<file path="src/rtl/ac97g_pkg.sv">
`timescale 1ns/1ps
package ac97g_pkg;
   localparam logic [1:0] PROTO_AC97     = 2'b10;
   localparam int unsigned DEF_SLOT_W    = 20;
   localparam int unsigned DEF_TAG_W     = 16;
   localparam int unsigned DEF_READY_BIT = 15;
   localparam int unsigned DEF_N_DATA    = 12;
endpackage

</file>
<file path="src/rtl/ac97g_tag_decoder.sv">
`timescale 1ns/1ps
module ac97g_tag_decoder
   import ac97g_pkg::*;
#(
   parameter int unsigned IDX_W = 4
) (
   input  logic             clk,
   input  logic             rst_n,
   input  logic [1:0]       proto_cfg,
   input  logic             slot_strobe,
   input  logic [IDX_W-1:0] slot_index,
   input  logic             tag_ready_bit,
   output logic             gate_en,
   output logic             ready_q,
   output logic             nrdy_evt
);
   logic tag_seen;

   always_comb begin
      tag_seen = slot_strobe && (slot_index == '0);
      gate_en  = (proto_cfg == PROTO_AC97);
      nrdy_evt = tag_seen && gate_en && !tag_ready_bit;
   end

   // Ready decision latched per frame at the tag slot
   always_ff @(posedge clk) begin
      if (!rst_n)
         ready_q <= 1'b0;
      else if (tag_seen)
         ready_q <= tag_ready_bit;
   end

   assert_ready_holds_between_tags_R8: assert property (@(posedge clk) disable iff (!rst_n)
      !tag_seen |=> $stable(ready_q));
endmodule

</file>
<file path="src/rtl/ac97g_slot_filter.sv">
`timescale 1ns/1ps
module ac97g_slot_filter #(
   parameter int unsigned SLOT_W = 20,
   parameter int unsigned N_DATA = 12,
   parameter int unsigned IDX_W  = 4
) (
   input  logic              clk,
   input  logic              rst_n,
   input  logic              gate_en,
   input  logic              ready,
   input  logic              slot_strobe,
   input  logic [IDX_W-1:0]  slot_index,
   input  logic [SLOT_W-1:0] slot_word,
   input  logic [N_DATA-1:0] slot_enable,
   output logic              fifo_push,
   output logic [SLOT_W-1:0] fifo_word,
   output logic [IDX_W-1:0]  fifo_slot
);
   logic [N_DATA-1:0] hit;
   logic              accept;

   // One comparator per data slot; slot 0 and out-of-range numbers never hit
   for (genvar g = 0; g < N_DATA; g++) begin : g_slot_hit
      always_comb hit[g] = slot_strobe && slot_enable[g] &&
                           (slot_index == IDX_W'(g + 1));
   end

   always_comb accept = (|hit) && (!gate_en || ready);

   always_ff @(posedge clk) begin
      if (!rst_n) begin
         fifo_push <= 1'b0;
         fifo_word <= '0;
         fifo_slot <= '0;
      end else begin
         fifo_push <= accept;
         if (accept) begin
            fifo_word <= slot_word;
            fifo_slot <= slot_index;
         end
      end
   end

   assert_single_slot_hit_R9: assert property (@(posedge clk) disable iff (!rst_n)
      $onehot0(hit));
   assert_push_slot_in_range_R9: assert property (@(posedge clk) disable iff (!rst_n)
      fifo_push |-> (fifo_slot != '0) && (int'(fifo_slot) <= int'(N_DATA)));
endmodule

</file>
<file path="src/rtl/ac97g_status_flag.sv">
`timescale 1ns/1ps
module ac97g_status_flag #(
   parameter bit IRQ_REG = 1'b0
) (
   input  logic clk,
   input  logic rst_n,
   input  logic set_evt,
   input  logic clear,
   input  logic irq_en,
   output logic flag_q,
   output logic irq
);
   // Set has priority over a simultaneous clear
   always_ff @(posedge clk) begin
      if (!rst_n)
         flag_q <= 1'b0;
      else if (set_evt)
         flag_q <= 1'b1;
      else if (clear)
         flag_q <= 1'b0;
   end

   if (IRQ_REG) begin : g_irq_reg
      always_ff @(posedge clk) begin
         if (!rst_n) irq <= 1'b0;
         else        irq <= flag_q && irq_en;
      end
   end else begin : g_irq_comb
      always_comb irq = flag_q && irq_en;
      assert_irq_needs_flag_R5: assert property (@(posedge clk) disable iff (!rst_n)
         irq |-> flag_q);
   end

   assert_flag_sets_R2: assert property (@(posedge clk) disable iff (!rst_n)
      set_evt |=> flag_q);
   assert_flag_sticky_R6: assert property (@(posedge clk) disable iff (!rst_n)
      flag_q && !clear |=> flag_q);
   assert_flag_clears_R6: assert property (@(posedge clk) disable iff (!rst_n)
      clear && !set_evt |=> !flag_q);
endmodule

</file>
<file path="src/rtl/ac97_rx_slot_gate.sv">
`timescale 1ns/1ps
module ac97_rx_slot_gate
   import ac97g_pkg::*;
#(
   parameter int unsigned SLOT_W    = DEF_SLOT_W,
   parameter int unsigned TAG_W     = DEF_TAG_W,
   parameter int unsigned READY_BIT = DEF_READY_BIT,
   parameter int unsigned N_DATA    = DEF_N_DATA,
   parameter int unsigned IDX_W     = $clog2(N_DATA + 1),
   parameter bit          IRQ_REG   = 1'b0
) (
   input  logic              clk,
   input  logic              rst_n,
   input  logic [1:0]        proto_cfg,
   input  logic              slot_strobe,
   input  logic [IDX_W-1:0]  slot_index,
   input  logic [SLOT_W-1:0] slot_word,
   input  logic [N_DATA-1:0] slot_enable,
   input  logic              nrdy_irq_en,
   input  logic              nrdy_clear,
   output logic              fifo_push,
   output logic [SLOT_W-1:0] fifo_word,
   output logic [IDX_W-1:0]  fifo_slot,
   output logic              nrdy_flag,
   output logic              nrdy_irq
);
   localparam int unsigned MIN_IDX_W = $clog2(N_DATA + 1);

   if (TAG_W > SLOT_W)         begin : g_chk_tag   $error("tag wider than slot"); end
   if (READY_BIT >= TAG_W)     begin : g_chk_rdy   $error("ready bit outside tag"); end
   if (IDX_W < MIN_IDX_W)      begin : g_chk_idx   $error("slot index too narrow"); end
   if (N_DATA < 1)             begin : g_chk_nd    $error("no data slots"); end

   logic gate_en;
   logic ready_q;
   logic nrdy_evt;

   ac97g_tag_decoder #(.IDX_W(IDX_W)) u_tag (
      .clk           (clk),
      .rst_n         (rst_n),
      .proto_cfg     (proto_cfg),
      .slot_strobe   (slot_strobe),
      .slot_index    (slot_index),
      .tag_ready_bit (slot_word[READY_BIT]),
      .gate_en       (gate_en),
      .ready_q       (ready_q),
      .nrdy_evt      (nrdy_evt)
   );

   ac97g_slot_filter #(.SLOT_W(SLOT_W), .N_DATA(N_DATA), .IDX_W(IDX_W)) u_filter (
      .clk         (clk),
      .rst_n       (rst_n),
      .gate_en     (gate_en),
      .ready       (ready_q),
      .slot_strobe (slot_strobe),
      .slot_index  (slot_index),
      .slot_word   (slot_word),
      .slot_enable (slot_enable),
      .fifo_push   (fifo_push),
      .fifo_word   (fifo_word),
      .fifo_slot   (fifo_slot)
   );

   ac97g_status_flag #(.IRQ_REG(IRQ_REG)) u_flag (
      .clk     (clk),
      .rst_n   (rst_n),
      .set_evt (nrdy_evt),
      .clear   (nrdy_clear),
      .irq_en  (nrdy_irq_en),
      .flag_q  (nrdy_flag),
      .irq     (nrdy_irq)
   );

   assert_gated_push_R3: assert property (@(posedge clk) disable iff (!rst_n)
      fifo_push && $past(gate_en) |-> $past(ready_q));
   assert_no_flag_outside_mode_R1: assert property (@(posedge clk) disable iff (!rst_n)
      $rose(nrdy_flag) |-> $past(gate_en));
endmodule

</file>
<file path="config.mk">
export PLATFORM = sky130hd
export DESIGN_NAME = ac97_rx_slot_gate
export DESIGN_NICKNAME = d
export VERILOG_FILES = /design/src/rtl/ac97g_pkg.sv /design/src/rtl/ac97g_tag_decoder.sv /design/src/rtl/ac97g_slot_filter.sv /design/src/rtl/ac97g_status_flag.sv /design/src/rtl/ac97_rx_slot_gate.sv
export SDC_FILE = /design/constraint.sdc
export NUM_CORES = 1
export LEC_CHECK = 0
export BUFFER_PORTS_ARGS = -buffer_cell sky130_fd_sc_hd__buf_2
export CAP_MARGIN = 10
export CORE_MARGIN = 1.5
export CORE_UTILIZATION = 43
export CTS_CLUSTER_SIZE = 20
export DETAILED_ROUTE_END_ITERATION = 6
export PLACE_DENSITY = 0.83
export SLEW_MARGIN = 30
export SYNTH_ARGS = -nofsm -noshare
export SYNTH_HDL_FRONTEND = slang
export SYNTH_SLANG_ARGS = --single-unit
</file>
<file path="constraint.sdc">
create_clock -name clk -period 2.2 [get_ports clk]
set_input_delay 0.33 -clock clk [delete_from_list [all_inputs] [get_ports clk]]
set_output_delay 0.33 -clock clk [all_outputs]
set_load 0.02 [all_outputs]
</file>
==> flow_metrics.tcl, run 1 <==
set metrics [dict create \
    max-cap-violations 0 \
    seq_area_frac_synth_pct 43.8 \
    grt_usage_pct 15.8 \
    crit_path_end_kind "flop" \
    routed_wirelength_um 2550 \
    antenna-diode-count 0 \
    drive_gt1_share_pct 37.8 \
    vias 1092 \
    tritoncts "yes" \
    path_buf_inv 2 \
    maxSlewHeadroom_pct 47.4 \
    finClkSkew_ns 0.00275 \
    ant_nets 0 \
    rsz0062_at_grt "false" \
    final_cell_mix "buf_2, nand2_1, mux2i_1, dfxtp_1, nor2_1" \
    cp_slowest_cell "mux4_2" \
    hpwlAfterDp_um 1900 \
    synth_area_um2 1230 \
    powerDensity_nw_per_um2 583 \
    yosys_warnings 0 \
    worst_slack_ns 0.496 \
    combPwrFrac_pct 21.6 \
    cts_max_path_buffers 2 \
    place_area_um2 1580 \
    clkTransAtPathRegs_ns 0.14 \
    clkLatencyLatePin_ns 0.31 \
    period_needed_ns 1.70 \
    final_core_util_pct 58.7 \
    finalMaxSlewViolations 0 \
    yosysUniqueCellTypes 22 \
    start_util_pct 45.2 \
    num_rows 19 \
    nNetsFinal 245 \
    hold_ws_ns 0.233 \
    dieHeight_um 56.6 \
    route.detailed.drc 0 \
    cts_buffers 3 \
    switching_share_pct 27.6 \
    cp.required_ns 2.45 \
    vdd_drop_max_v 0.000595 \
    start_kind "primary input" \
    vias_per_cell 4.71 \
    final_common_cell "buf_2" \
    cp_top_family "multiplexers" \
    p_leak_uw 0.000927 \
    syn_to_final_growth_pct 30.0 \
    io_pins 70 \
    root_buffer "clkbuf_4" \
    crit_path_max_fanout 25 \
    die_w_um 56.6 \
    switchingPower_uw 259 \
    core_area_um2 2730 \
    slowest_delay_ns 0.51 \
    fin_area_um2 1610 \
    die_area_um2 3200 \
    final-setup-viol-count 0 \
    wire_per_inst_um 11.0 \
    pwr-share-seq_pct 56.3 \
    clkSinkCount 27 \
    syn_area_per_cell_um2 9.15 \
    holdCritPathClass "in2reg" \
    synth_nets 178 \
    drt-pass1-iter-count 4 \
    worstPathArrival_ns 1.96 \
    postCtsHoldBufs 0 \
    antenna_found_initial 0 \
    place_ws_ns 0.152 \
    gr-total-overflow 0 \
    clkPwrFrac_pct 22.1 \
    internal_power_uw 678 \
    final_hold_viol_count 0 \
    gp_congestion 0.864 \
    setup_tns_ns 0 \
    max_freq_mhz 587 \
    htree_levels 1 \
    grt_pass1_vias 1002 \
    syn_inst 135 \
    outcome "finished clean" \
    numPortBuffers 69 \
    worstMarginPinSlew_ns 0.789 \
    path_cells "buf_2 -> mux4_2 -> and4b_4 -> o32ai_4 -> buf_12 -> mux2i_1" \
    cts_setup_buffers 0 \
    period_share_pct 77.4 \
    drtIter0Drc 28 \
    ys_ff_latch 27 \
    cts_resized 0 \
    grt_pass1_wl_um 4090 \
    grt_max_degree 50 \
    crit_type "in2reg" \
]
## cell usage after synthesis
cell | n | share of area (%)
inv_1 | 2 | 0.61
and2_1 | 1 | 0.51
a21oi_1 | 1 | 0.40
o211a_1 | 1 | 0.81
nand2_1 | 50 | 15
dfxtp_1 | 27 | 44
buf_6 | 1 | 0.91
nor3_1 | 1 | 0.40
buf_8 | 2 | 2.4
o32ai_4 | 1 | 2.2
nor2_1 | 4 | 1.2
o21ai_0 | 1 | 0.40
mux2i_1 | 27 | 22
nand3b_1 | 3 | 1.8
and4b_4 | 1 | 1.1
clkbuf_1 | 5 | 1.5
o22ai_1 | 1 | 0.51
nand3_1 | 2 | 0.81
o211ai_1 | 1 | 0.61
mux4_2 | 1 | 1.8
nor2b_1 | 1 | 0.51
nand2b_1 | 1 | 0.51
## power by group through the flow
| stage | combinational (uW) | clock (uW) | sequential (uW) |
|---|---|---|---|
| after CTS | 204 | 211 | 528 |
| after global routing | 219 | 233 | 531 |
| final | 202 | 207 | 527 |
| after detailed placement | 203 | 0 | 538 |
| after floorplan | 97.0 | 0 | 571 |
| after global placement | 201 | 0 | 537 |
## metrics by stage
| step | instances | power (uW) |
|---|---|---|
| finish | 232 | 937 |
| global route | 232 | 983 |
| CTS | 232 | 942 |
| detailed placement | 228 | 742 |
| global placement | 228 | 738 |
| floorplan | 135 | 668 |
## flip-flops by register name (all words and copies together) (netlist names)
signal and flops:
u_filter.fifo_push 1, u_filter.fifo_slot 4, u_filter.fifo_word 20, u_flag.flag_q 1
u_tag.ready_q 1
## worst paths after layout
| check | from | to | slack (ns) | depth (start not counted) |
|---|---|---|---|---|
| max | slot_index[0] | u_filter.fifo_word[18]$_SDFFE_PN0P_ | 0.50 | 6 |
| min | slot_word[13] | u_filter.fifo_word[13]$_SDFFE_PN0P_ | 0.23 | 3 |
| max reg2reg | u_tag.ready_q$_SDFFE_PN0N_ | u_filter.fifo_word[18]$_SDFFE_PN0P_ | 1.20 | 3 |
| min reg2reg | u_filter.fifo_word[0]$_SDFFE_PN0P_ | u_filter.fifo_word[0]$_SDFFE_PN0P_ | 0.46 | 2 |
## layer usage
metal	GRT usage, %	vias up	wire length [um]
li1	-	579	-
met1	17.5	484	1110
met2	28.6	25	1300
met3	3.92	4	105
met4	5.78	0	40
met5	0	-	0
## tightest hold or removal path: cells and delay by family
| family | cells | cell delay [ns] |
|---|---|---|
| buffers and inverters | 1 | 0.10 |
| multiplexers | 1 | 0.05 |
| AND/OR/NAND/NOR | 1 | 0.04 |
## kinds of logic after synthesis
| logic type | share of synthesized area (%) |
|---|---|
| simple gates | 22.1 |
| compound gates | 4.96 |
| mux | 23.7 |
| flops | 43.8 |
| buf+inv | 5.47 |
## cell type report
class	count	area [um2]
Clock buffer	4	26.3
Fill cell	257	1130
Inverter	2	7.51
Multi-Input combinational cell	98	627
Sequential cell	27	541
Tap cell	31	38.8
Timing Repair Buffer	70	365
(Power assumes the default switching activity.)
==> run 2: changes to the inputs <==
CORE_UTILIZATION = 39   (was 43)
PLACE_DENSITY = 0.8   (was 0.83)
clock period = 1.5 ns   (was 2.2 ns; I/O delays follow)
==> run 2 against run 1 <==
Utilization fell by 0.41 points. Clock power rose by 41%. Critical path depth rose by 1. Power rose by 51%. Routed wire length rose by 8.0%. Die area rose by 9.7%. Sequential power rose by 47%. Register-to-register slack got worse by 0.74 ns. Largest power group unchanged.
==> flow_metrics.tcl, run 2 (synthesized netlist as in run 1, its figures left out) <==
set metrics [dict create \
    outcome "finished clean" \
    min_to "u_filter.fifo_word[17]$_SDFFE_PN0P_" \
    slowest_delay_ns 0.49 \
    clkLatencyLatePin_ns 0.30 \
    p_leak_uw 0.00101 \
    final_common_cell "buf_2" \
    die_w_um 59.3 \
    hpwlAfterDp_um 1990 \
    finalMaxSlewViolations 0 \
    antenna-diode-count 0 \
    route.detailed.drc 0 \
    layout.area.seq_um2 541 \
    path_buf_inv 3 \
    nNetsFinal 256 \
    final_cell_mix "buf_2, nand2_1, mux2i_1, dfxtp_1, buf_4" \
    hold_start "slot_word[17]" \
    hold_path_depth 3 \
    pwr-share-seq_pct 54.6 \
    crit_path_max_fanout 10 \
    syn_to_final_growth_pct 43.0 \
    vdd_drop_max_v 0.000424 \
    final-setup-viol-count 0 \
    rrSetupSlack_ns 0.46 \
    r2r_cells 4 \
    internal_power_uw 1040 \
    antenna_found_initial 0 \
    period_needed_ns 1.50 \
    largestRegisters "u_filter.fifo_word x20, u_filter.fifo_slot x4" \
    cts_max_path_buffers 2 \
    clkTransAtPathRegs_ns 0.13 \
    htree_levels 1 \
    grt_pass1_wl_um 4140 \
    start_kind "primary input" \
    worstPathArrival_ns 1.74 \
    crit_cells 7 \
    setup_tns_ns 0 \
    routed_wirelength_um 2750 \
    combPwrFrac_pct 24.8 \
    clkSinkCount 27 \
    path_cells "buf_6 -> mux4_2 -> and4b_4 -> o32ai_4 -> buf_6 -> clkbuf_16 -> mux2i_1" \
    numPortBuffers 69 \
    powerDensity_nw_per_um2 802 \
    grt_max_degree 50 \
    root_buffer "clkbuf_4" \
    switching_share_pct 26.7 \
    crit_top_cell "buf_6" \
    drtIter0Drc 9 \
    largest_reg_flops 20 \
    tritoncts "yes" \
    io_pins 70 \
    vias_per_cell 4.50 \
    vias 1152 \
    core_area_um2 3030 \
    drive_gt1_share_pct 41.0 \
    max_freq_mhz 667 \
    fillers 304 \
    wire_per_inst_um 10.8 \
    max-cap-violations 0 \
    clkPwrFrac_pct 20.6 \
    regToRegStartpoint "u_tag.ready_q$_SDFFE_PN0N_" \
    multiInputGateArea_um2 627 \
    ant_nets 0 \
    place_area_um2 1660 \
    start_util_pct 40.8 \
    crit_type "in2reg" \
    maxSlewHeadroom_pct 82.2 \
    gp_congestion 0.785 \
    grt_usage_pct 15.1 \
    holdCritPathClass "in2reg" \
    cp_slowest_cell "mux4_2" \
    final_hold_viol_count 0 \
    cp.required_ns 1.75 \
    die_area_um2 3510 \
    rr_endpoint "u_filter.fifo_word[7]$_SDFFE_PN0P_" \
    total_power_uw 1420 \
    gr-total-overflow 0 \
    num_rows 20 \
    crit_path_end_kind "flop" \
    final_core_util_pct 58.3 \
    cp_top_family "multiplexers" \
    grt_pass1_vias 1022 \
    fin_area_um2 1770 \
    top_register "u_filter.fifo_word" \
    cts_buffers 3 \
    drt-pass1-iter-count 2 \
    rsz0062_at_grt "true" \
    period_share_pct 99.9 \
    finClkSkew_ns 0.00138 \
    dieHeight_um 59.3 \
    switchingPower_uw 379 \
    worstMarginPinSlew_ns 0.267 \
]
-- run 2: cell types whose count changed in the layout (fill, tap and decap cells not counted) --
cell,delta
buf_4,+6
buf_2,-1
buf_6,+3
clkbuf_16,+2
buf_12,+1
-- run 2: per-stage QoR --
step	cells	worst slack [ns]	hold slack (ns)
after floorplan	135	-0.350	0.364
after global placement	248	-0.265	0.441
after detailed placement	248	-0.313	0.448
after CTS	252	0.00347	0.120
after global routing	256	-0.0148	0.116
final	256	0.00117	0.140
-- run 2: final cells by class --
type                       count  area share, %
timing repair buffer          81           28.8
clock buffer                   4           1.49
inverter                       2          0.425
multi-input combinational     98           35.5
sequential                    27           30.6
tap                           44           3.12
-- run 2: per-layer routing --
layer	GRT usage (%)	vias up	wire (um)
li1	-	604	-
met1	16.1	524	1150
met2	28.6	20	1490
met3	2.62	4	69
met4	6.17	0	44
met5	0	-	0
-- run 2: power by group through the flow --
stage / clock, uW / combinational (uW) / sequential, uW
3_5_place_dp: 0 / 319 / 789
5_1_grt: 342 / 383 / 778
4_1_cts: 317 / 320 / 774
2_1_floorplan: 0 / 143 / 838
6_report: 292 / 352 / 773
3_3_place_gp: 0 / 313 / 788
-- run 2: timing repair --
item / in CTS / in global routing
resized for setup: 0 / 4
setup endpoints to repair: 0 / 9
buffers inserted: 0 / 2
hold buffers: 0 / 0
hold endpoints to repair: 0 / 0
-- run 2: how the worst max path moves through the flow --
stage	from	endpoint	slack, ns
floorplan	slot_index[0]	u_filter.fifo_word[10]$_SDFFE_PN0P_	-0.35
global placement	slot_index[0]	u_filter.fifo_slot[3]$_SDFFE_PN0P_	-0.26
detailed placement	slot_index[0]	u_filter.fifo_word[3]$_SDFFE_PN0P_	-0.31
CTS	slot_index[0]	u_filter.fifo_word[8]$_SDFFE_PN0P_	0.003
global route	slot_index[0]	u_filter.fifo_word[2]$_SDFFE_PN0P_	-0.01
finish	slot_index[0]	u_filter.fifo_word[7]$_SDFFE_PN0P_	0.001
-- run 2: worst register-to-register path, stage by stage, from the launching register on --
cell and delay, ns:
dfxtp_1 0.36, o32ai_4 0.14, buf_6 0.15, clkbuf_16 0.16, mux2i_1 0.19
==> run 3: changes to the inputs <==
CORE_ASPECT_RATIO = 0.75   (was default)
CORE_UTILIZATION = 30   (was 39)
CTS_CLUSTER_DIAMETER = 80   (was default)
PLACE_DENSITY = 0.65   (was 0.8)
==> run 3 against run 2 <==
Via count fell by 1.6%. Sequential cell count did not move. Largest power group unchanged. Clock power up 34%. Cell count up 2.0%. Combinational power decreased by 9.4%. Die area up 29%. Hold slack improved by 0.054 ns. Register-to-register slack improved by 0.05 ns. Critical path depth down 1. Clock skew rose by 0.00063 ns. Maximum frequency is 1.9% higher. Global-route usage down 1.8 points.
==> flow_metrics.tcl, run 3 (synthesized netlist as in run 1, its figures left out) <==
set metrics [dict create \
    regToRegStartpoint "u_tag.ready_q$_SDFFE_PN0N_" \
    place_ws_ns -0.307 \
    grt_pass1_vias 1117 \
    p_leak_uw 0.000981 \
    grt_max_degree 35 \
    io_pins 70 \
    tritoncts "yes" \
    largest_reg_flops 20 \
    period_share_pct 98.0 \
    worst_slack_ns 0.0298 \
    hold_start "slot_word[4]" \
    die_w_um 77.1 \
    max_freq_mhz 680 \
    antenna_found_initial 0 \
    largestRegisters "u_filter.fifo_word x20, u_filter.fifo_slot x4" \
    drt-pass1-iter-count 3 \
    postCtsHoldBufs 0 \
    cts_resized 1 \
    cp_top_family "multiplexers" \
    clkLatencyLatePin_ns 0.26 \
    max-cap-violations 0 \
    vias 1134 \
    path_buf_inv 2 \
    cp_slowest_cell "mux4_2" \
    rr_endpoint "u_filter.fifo_word[8]$_SDFFE_PN0P_" \
    holdCritPathClass "in2reg" \
    numPortBuffers 69 \
    maxSlewHeadroom_pct 80.6 \
    start_kind "primary input" \
    route.detailed.drc 0 \
    routed_wirelength_um 2760 \
    hpwlAfterDp_um 2160 \
    finalNonFillerCells 261 \
    cp.required_ns 1.69 \
    cts_max_path_buffers 2 \
    grt_pass1_wl_um 4800 \
    final_cell_mix "buf_2, nand2_1, mux2i_1, dfxtp_1, buf_4" \
    min_to "u_filter.fifo_word[4]$_SDFFE_PN0P_" \
    core_area_um2 3800 \
    grt_usage_pct 13.3 \
    nNetsFinal 253 \
    final_common_cell "buf_2" \
    final-setup-viol-count 0 \
    crit_path_end_kind "flop" \
    num_rows 19 \
    start_util_pct 32.5 \
    cts_setup_buffers 0 \
    ant_nets 0 \
    powerDensity_nw_per_um2 856 \
    rrSetupSlack_ns 0.51 \
    vias_per_cell 4.34 \
    worstPathArrival_ns 1.66 \
    cts_buffers 3 \
    antenna-diode-count 0 \
    drtIter0Drc 41 \
    rsz0062_at_grt "true" \
    outcome "finished clean" \
    crit_type "in2reg" \
    period_needed_ns 1.47 \
    crit_path_max_fanout 25 \
    path_cells "buf_8 -> mux4_2 -> and4b_4 -> o32ai_4 -> buf_12 -> mux2i_1" \
    slowest_delay_ns 0.47 \
    gr-total-overflow 0 \
    top_register "u_filter.fifo_word" \
    vdd_drop_max_v 0.000386 \
    hold_path_depth 3 \
    dieHeight_um 58.6 \
    syn_to_final_growth_pct 40.3 \
    dp_cells 257 \
    clkSinkCount 27 \
    clkTransAtPathRegs_ns 0.08 \
    drive_gt1_share_pct 40.2 \
    gp_congestion 0.807 \
    wire_per_inst_um 10.6 \
    r2r_cells 3 \
    root_buffer "clkbuf_8" \
    worstMarginPinSlew_ns 0.292 \
    htree_levels 1 \
    die_area_um2 4510 \
    final_hold_viol_count 0 \
    finalMaxSlewViolations 0 \
    finClkSkew_ns 0.00200 \
]
## run 3: changes by cell type in the layout (fill, tap and decap cells not counted), sizes merged
cell    delta
buf        -1
clkbuf     -2
## run 3: per-layer routing
layer,routed length [um],vias to the layer above,track usage (%)
li1,-,595,-
met1,1360,502,17.0
met2,1230,35,22.3
met3,142,2,3.57
met4,19,0,4.16
met5,0,-,0
## run 3: through the flow
| step | power (uW) | utilization (%) | TNS [ns] | area [um2] | hold WS (ns) |
|---|---|---|---|---|---|
| global route | 1590 | 45.6 | -0.284 | 1730 | 0.181 |
| global placement | 1110 | 44.1 | -6.24 | 1680 | 0.443 |
| finish | 1480 | 45.6 | 0 | 1730 | 0.194 |
| CTS | 1510 | 45.5 | 0 | 1730 | 0.183 |
| floorplan | 981 | - | -7.84 | 1240 | 0.364 |
| detailed placement | 1110 | 44.1 | -6.82 | 1680 | 0.451 |
## run 3: where the power goes
| part | switching, uW | internal [uW] |
|---|---|---|
| clock network | 202 | 190 |
| logic | 166 | 153 |
| registers | 17.8 | 755 |
| total | 386 | 1100 |
## run 3: cell type report
cell class / count / area [um2]
sequential: 27 / 541
fill: 398 / 2070
multi-input combinational: 98 / 627
timing repair buffer: 78 / 448
clock buffer: 4 / 45.0
tap: 52 / 65.1
inverter: 2 / 7.51
## run 3: worst max path at each step
stage	from	slack (ns)	cells past startpoint	endpoint
6_report	slot_index[0]	0.03	6	u_filter.fifo_word[8]$_SDFFE_PN0P_
5_1_grt	slot_index[0]	-0.05	6	u_filter.fifo_slot[1]$_SDFFE_PN0P_
4_1_cts	slot_index[0]	0.03	6	u_filter.fifo_word[8]$_SDFFE_PN0P_
3_5_place_dp	slot_index[0]	-0.31	6	u_filter.fifo_word[8]$_SDFFE_PN0P_
3_3_place_gp	slot_index[0]	-0.26	6	u_filter.fifo_word[0]$_SDFFE_PN0P_
2_1_floorplan	slot_index[0]	-0.35	6	u_filter.fifo_word[10]$_SDFFE_PN0P_
## run 3: tightest hold or removal path, delay by kind of cell
family / cells / cell delay (ns)
mux: 1 / 0.05
simple gates: 1 / 0.04
buf+inv: 1 / 0.09
